==> config.mk <==
export PLATFORM = sky130hd
export DESIGN_NAME = frame_err_detect
export DESIGN_NICKNAME = d
export VERILOG_FILES = /design/src/rtl/frame_chk_pkg.sv /design/src/rtl/frm_slot_tracker.sv /design/src/rtl/frm_err_classify.sv /design/src/rtl/frm_out_stage.sv /design/src/rtl/frame_err_detect.sv
export SDC_FILE = /design/constraint.sdc
export NUM_CORES = 1
export LEC_CHECK = 0
export BUFFER_PORTS_ARGS = -buffer_cell sky130_fd_sc_hd__buf_2
export CORE_MARGIN = 10
export CORE_UTILIZATION = 50
export DETAILED_ROUTE_END_ITERATION = 8
export PLACE_DENSITY = 0.84
export SYNTH_ARGS = -nofsm -noshare
export SYNTH_HDL_FRONTEND = slang
export SYNTH_SLANG_ARGS = --single-unit
export TNS_END_PERCENT = 30
==> constraint.sdc <==
create_clock -name clk -period 2.55 [get_ports clk]
set_clock_uncertainty 0.1 [all_clocks]
set_input_delay 0.765 -clock clk [delete_from_list [all_inputs] [get_ports clk]]
set_output_delay 0.765 -clock clk [all_outputs]
set_load 0.02 [all_outputs]
==> src/rtl/frame_chk_pkg.sv <==
package frame_chk_pkg;

    typedef enum logic [1:0] {
        FRM_OK      = 2'b00,
        FRM_NO_SOP  = 2'b01,
        FRM_NO_EOP  = 2'b10,
        FRM_BAD_EOP = 2'b11
    } frm_err_e;

    // Decide the code for one taken beat.
    // was_open : a packet was open before the beat
    // at_last  : the beat lands on the final slot of the group
    function automatic frm_err_e frm_classify(
        input logic was_open,
        input logic sop,
        input logic eop,
        input logic at_last
    );
        logic bad_end;
        bad_end = eop ? (!at_last || (!was_open && !sop)) : at_last;
        if (bad_end)
            return FRM_BAD_EOP;
        else if (was_open && sop)
            return FRM_NO_EOP;
        else if (!was_open && !sop)
            return FRM_NO_SOP;
        else
            return FRM_OK;
    endfunction

endpackage

==> src/rtl/frm_slot_tracker.sv <==
module frm_slot_tracker #(
    parameter int CHANS = 4,
    parameter int CW    = 2
) (
    input  logic          clk,
    input  logic          rst,
    input  logic          fire,
    input  logic          sop,
    input  logic          eop,
    output logic          open_q,
    output logic [CW-1:0] slot_eff,
    output logic          at_last
);
    localparam logic [CW-1:0] LAST_SLOT = CW'(CHANS - 1);

    logic [CW-1:0] slot_q;

    // A start flag or a closed packet restarts the group at slot 0.
    always_comb begin
        slot_eff = (sop || !open_q) ? '0 : slot_q;
        at_last  = (slot_eff == LAST_SLOT);
    end

    always_ff @(posedge clk) begin
        if (rst) begin
            open_q <= 1'b0;
            slot_q <= '0;
        end else if (fire) begin
            if (eop) begin
                open_q <= 1'b0;
                slot_q <= '0;
            end else begin
                open_q <= 1'b1;
                slot_q <= at_last ? '0 : slot_eff + 1'b1;
            end
        end
    end

endmodule

==> src/rtl/frm_err_classify.sv <==
module frm_err_classify
    import frame_chk_pkg::*;
(
    input  logic     fire,
    input  logic     was_open,
    input  logic     sop,
    input  logic     eop,
    input  logic     at_last,
    output frm_err_e code
);
    always_comb begin
        code = fire ? frm_classify(was_open, sop, eop, at_last) : FRM_OK;
    end

endmodule

==> src/rtl/frm_out_stage.sv <==
module frm_out_stage
    import frame_chk_pkg::*;
#(
    parameter int DATA_W = 16,
    parameter int CW     = 2
) (
    input  logic              clk,
    input  logic              rst,
    input  logic              fire,
    input  logic [DATA_W-1:0] data_in,
    input  logic [CW-1:0]     slot_in,
    input  frm_err_e          code_in,
    output logic              vld_q,
    output logic [DATA_W-1:0] data_q,
    output logic [CW-1:0]     slot_q,
    output frm_err_e          code_q
);
    always_ff @(posedge clk) begin
        if (rst) begin
            vld_q  <= 1'b0;
            data_q <= '0;
            slot_q <= '0;
            code_q <= FRM_OK;
        end else begin
            vld_q  <= fire;
            code_q <= fire ? code_in : FRM_OK;
            if (fire) begin
                data_q <= data_in;
                slot_q <= slot_in;
            end
        end
    end

endmodule

==> src/rtl/frame_err_detect.sv <==
module frame_err_detect
    import frame_chk_pkg::*;
#(
    parameter int DATA_W = 16,
    parameter int CHANS  = 4,
    localparam int CW    = (CHANS > 1) ? $clog2(CHANS) : 1
) (
    input  logic              clk,
    input  logic              rst,
    input  logic              in_valid,
    input  logic              in_ready,
    input  logic              in_sop,
    input  logic              in_eop,
    input  logic [DATA_W-1:0] in_data,
    output logic              out_valid,
    output logic [DATA_W-1:0] out_data,
    output logic [CW-1:0]     out_chan,
    output logic [1:0]        out_err,
    output logic              pkt_open
);
    logic          fire;
    logic          open_q;
    logic [CW-1:0] slot_eff;
    logic          at_last;
    frm_err_e      code;
    frm_err_e      code_q;

    assign fire = in_valid && in_ready;

    frm_slot_tracker #(.CHANS(CHANS), .CW(CW)) u_track (
        .clk      (clk),
        .rst      (rst),
        .fire     (fire),
        .sop      (in_sop),
        .eop      (in_eop),
        .open_q   (open_q),
        .slot_eff (slot_eff),
        .at_last  (at_last)
    );

    frm_err_classify u_class (
        .fire     (fire),
        .was_open (open_q),
        .sop      (in_sop),
        .eop      (in_eop),
        .at_last  (at_last),
        .code     (code)
    );

    frm_out_stage #(.DATA_W(DATA_W), .CW(CW)) u_out (
        .clk     (clk),
        .rst     (rst),
        .fire    (fire),
        .data_in (in_data),
        .slot_in (slot_eff),
        .code_in (code),
        .vld_q   (out_valid),
        .data_q  (out_data),
        .slot_q  (out_chan),
        .code_q  (code_q)
    );

    assign out_err  = code_q;
    assign pkt_open = open_q;

endmodule

==> flow_summary.ini <==
[drt]
dr.first_iter.drc_count = 20
drtAntennaViolNets = 0
wire_per_inst_um = 14.9
drc = 0
viasPerCell = 5.22
routed_wl_mm = 2.61
first_pass_iters = 4
vias = 913

[synthesis]
synthesis.nets = 132
yosysSeqAreaShare = 0.416
synth_edf_count = 0
ys_top_cells_by_count = dfxtp_1, nand3_1, a21oi_2, a21bo_1
ys.flop_type = dfxtp_1
syn_avg_cell_area_um2 = 10.6
synth_cell_type_count = 26
synth_top_area_frac = 0.416
synth_area_um2 = 1160
synthArstFlopShare = 0
yosysMostFrequentCell = dfxtp_1
syn_inst = 109
synth.area.top_cells = dfxtp_1, a21bo_1, a21oi_2
synth-seq-cells = 24
yosysTopAreaCell = dfxtp_1
yosys_warnings = 0

[cells_and_area]
multi_input_area_um2 = 566
syn2layout_area_growth_pct = 17.2
final_core_util = 0.613
final_nets = 171
layout-drive-gt1-share = 0.483
diodes = 0
fillerInstances = 208
regArea_um2 = 480

[clock_network]
cts_root_buffer = clkbuf_4
cts_max_path_buffers = 2
cts_resized = 0
cts_setup_buffers = 0
clock-sinks = 24
cts-buffers-inserted = 3
clock_latency_ps = 300
clk_pin_slew_worst_paths_ps = 130
cts_tree = done
cts_hold_buf = 0
cts_max_level = 1

[critical_path]
critPathMaxFanout = 8
reg2reg_to = u_out.code_q[1]$_SDFF_PP0_
crit_slowest_cell = dfxtp_1
rr_worst_depth = 5
cp_top_family = flip-flops
r2r-start = u_track.open_q$_SDFFE_PP0N_
required_ps = 1690
slowest_delay_ps = 500
worstPathArrival_ps = 1030
crit_chain = buf_2
startpoint_type = flop
critical_path_class = reg2out
crit_buf_inv = 1
reg2reg_slack_ps = 1160
worst_setup_path_end_kind = output port

[timing]
finalCritPeriodShare = 0.744
rsz0062_at_grt = false
slew_viol_final = 0
hold_violations = 0
relSlewSlack = 0.562
fin_crit_ps = 1900
worst_pin_slew_ps = 658
clock.fmax_mhz = 527
setup_viol = 0
fin_ws_ps = 652
setup_tns_ps = 0

[min_path]
hold_end = u_track.slot_q[0]$_SDFFE_PP0N_
whs_path_depth = 2
hold_path.class = reg2reg
min_from = u_track.slot_q[0]$_SDFFE_PP0N_

[global_routing]
grt_max_degree = 39
grt_pass1_vias = 967
grt_pass1_wl_mm = 4.28
grt_use_total = 0.113
overflow = 0
antenna_found_initial = 0

[run]
drv_cap = 0

[die]
num_rows = 17
coreArea_um2 = 2210
die_y_um = 68.1
die_x_um = 68.1
dieArea_um2 = 4640
io_pins = 44
initial_utilization = 0.523

[power_and_ir_drop]
p_leak_uw = 0.000627
power.total_uw = 713
ir_drop_mv = 0.315
powerDensity_nw_per_um2 = 526

[outcome]
status = complete, no violations

[place]
dp_slack_ps = 655
io_buffers = 43
place.gp.congestion = 0.741
dp_hpwl_mm = 1.98
cells in the final DEF, fill, tap and decap left out:
| cell type | synthesis | final |
|---|---|---|
| dfxtp_1 | 24 | 24 |
| nand3b_1 | 2 | 2 |
| a211oi_2 | 2 | 2 |
| clkbuf_4 | 1 | 3 |
| a21bo_1 | 12 | 12 |
| buf_2 | 1 | 43 |
| o211a_1 | 1 | 1 |
| nand3_1 | 16 | 16 |
| o32ai_1 | 1 | 1 |
| o22ai_1 | 2 | 2 |
| nand2b_1 | 2 | 2 |
| and2_4 | 1 | 1 |
| nand3b_4 | 1 | 1 |
| nand2_1 | 1 | 1 |
| clkbuf_8 | 0 | 1 |
| nand4b_1 | 1 | 1 |
| a21oi_2 | 13 | 13 |
| xnor2_1 | 1 | 1 |
| a211oi_1 | 1 | 1 |
| inv_1 | 4 | 4 |
| or2_2 | 1 | 1 |
| nand4bb_1 | 1 | 1 |
| a21oi_1 | 6 | 6 |
| ha_1 | 1 | 1 |
| buf_4 | 2 | 1 |
| a21bo_2 | 5 | 5 |
registers in the layout, indices dropped and copies added, names as in the netlist:
register and cells:
u_out.slot_q 2, u_track.open_q 1, u_track.slot_q 2, u_out.data_q 16
u_out.vld_q 1, u_out.code_q 2
stage by stage:
| step | area (um2) | instances | hold slack [ps] |
|---|---|---|---|
| finish | 1360 | 175 | 398 |
| global placement | 1320 | 171 | 364 |
| detailed placement | 1320 | 171 | 386 |
| floorplan | 1160 | 109 | 352 |
| global route | 1360 | 175 | 419 |
| CTS | 1360 | 175 | 404 |
worst reg2reg max path, delay by kind of cell, from the launching register on:
| family | cells | cell delay [ps] |
|---|---|---|
| AOI/OAI and AO/OA | 2 | 240 |
| DFF | 1 | 500 |
| and+or+nand+nor | 1 | 140 |
| adders and majority gates | 1 | 210 |
| buffers and inverters | 1 | 100 |
final cells by class:
type	count	share of cell area
inverter	4	0.0111
sequential	24	0.355
timing repair buffer	44	0.164
tap	28	0.0259
clock buffer	4	0.0268
multi-input combinational	71	0.417
metal layers:
metal / vias up / GRT usage / routed length, um
met3: 2 / 0.0343 / 169
met2: 21 / 0.201 / 1340
met5: - / 0 / 0
li1: 467 / - / -
met1: 423 / 0.130 / 1090
met4: 0 / 0.0226 / 12
worst max-delay path by stage:
stage | end | cells after the start | start | slack [ps]
2_1_floorplan | u_out.code_q[1]$_SDFF_PP0_ | 5 | in_sop | 870
3_3_place_gp | u_track.slot_q[0]$_SDFFE_PP0N_ | 3 | in_valid | 710
3_5_place_dp | u_out.code_q[1]$_SDFF_PP0_ | 6 | in_sop | 660
4_1_cts | pkt_open | 1 | u_track.open_q$_SDFFE_PP0N_ | 650
5_1_grt | pkt_open | 1 | u_track.open_q$_SDFFE_PP0N_ | 600
6_report | pkt_open | 1 | u_track.open_q$_SDFFE_PP0N_ | 650
power by group:
| part | switching, uW | internal [uW] | leakage (uW) |
|---|---|---|---|
| logic | 69.4 | 48.1 | 0.000410 |
| registers | 7.95 | 390 | 0.000196 |
| clock network | 111 | 87.0 | 0.0000210 |
| total | 188 | 525 | 0.000627 |
logic make-up (layout without fill, tap and decap cells):
| group | Yosys count | after routing | share of synthesized area |
|---|---|---|---|
| XOR/XNOR | 1 | 1 | 0.00758 |
| buffers and inverters | 14 | 52 | 0.0952 |
| flip-flops | 24 | 24 | 0.416 |
| AND/OR/NAND/NOR | 26 | 26 | 0.144 |
| AO/OA/AOI/OAI | 43 | 43 | 0.327 |
| adder cells (fa/ha/maj) | 1 | 1 | 0.0108 |
Note: power is estimated with default switching activity, not from simulation.
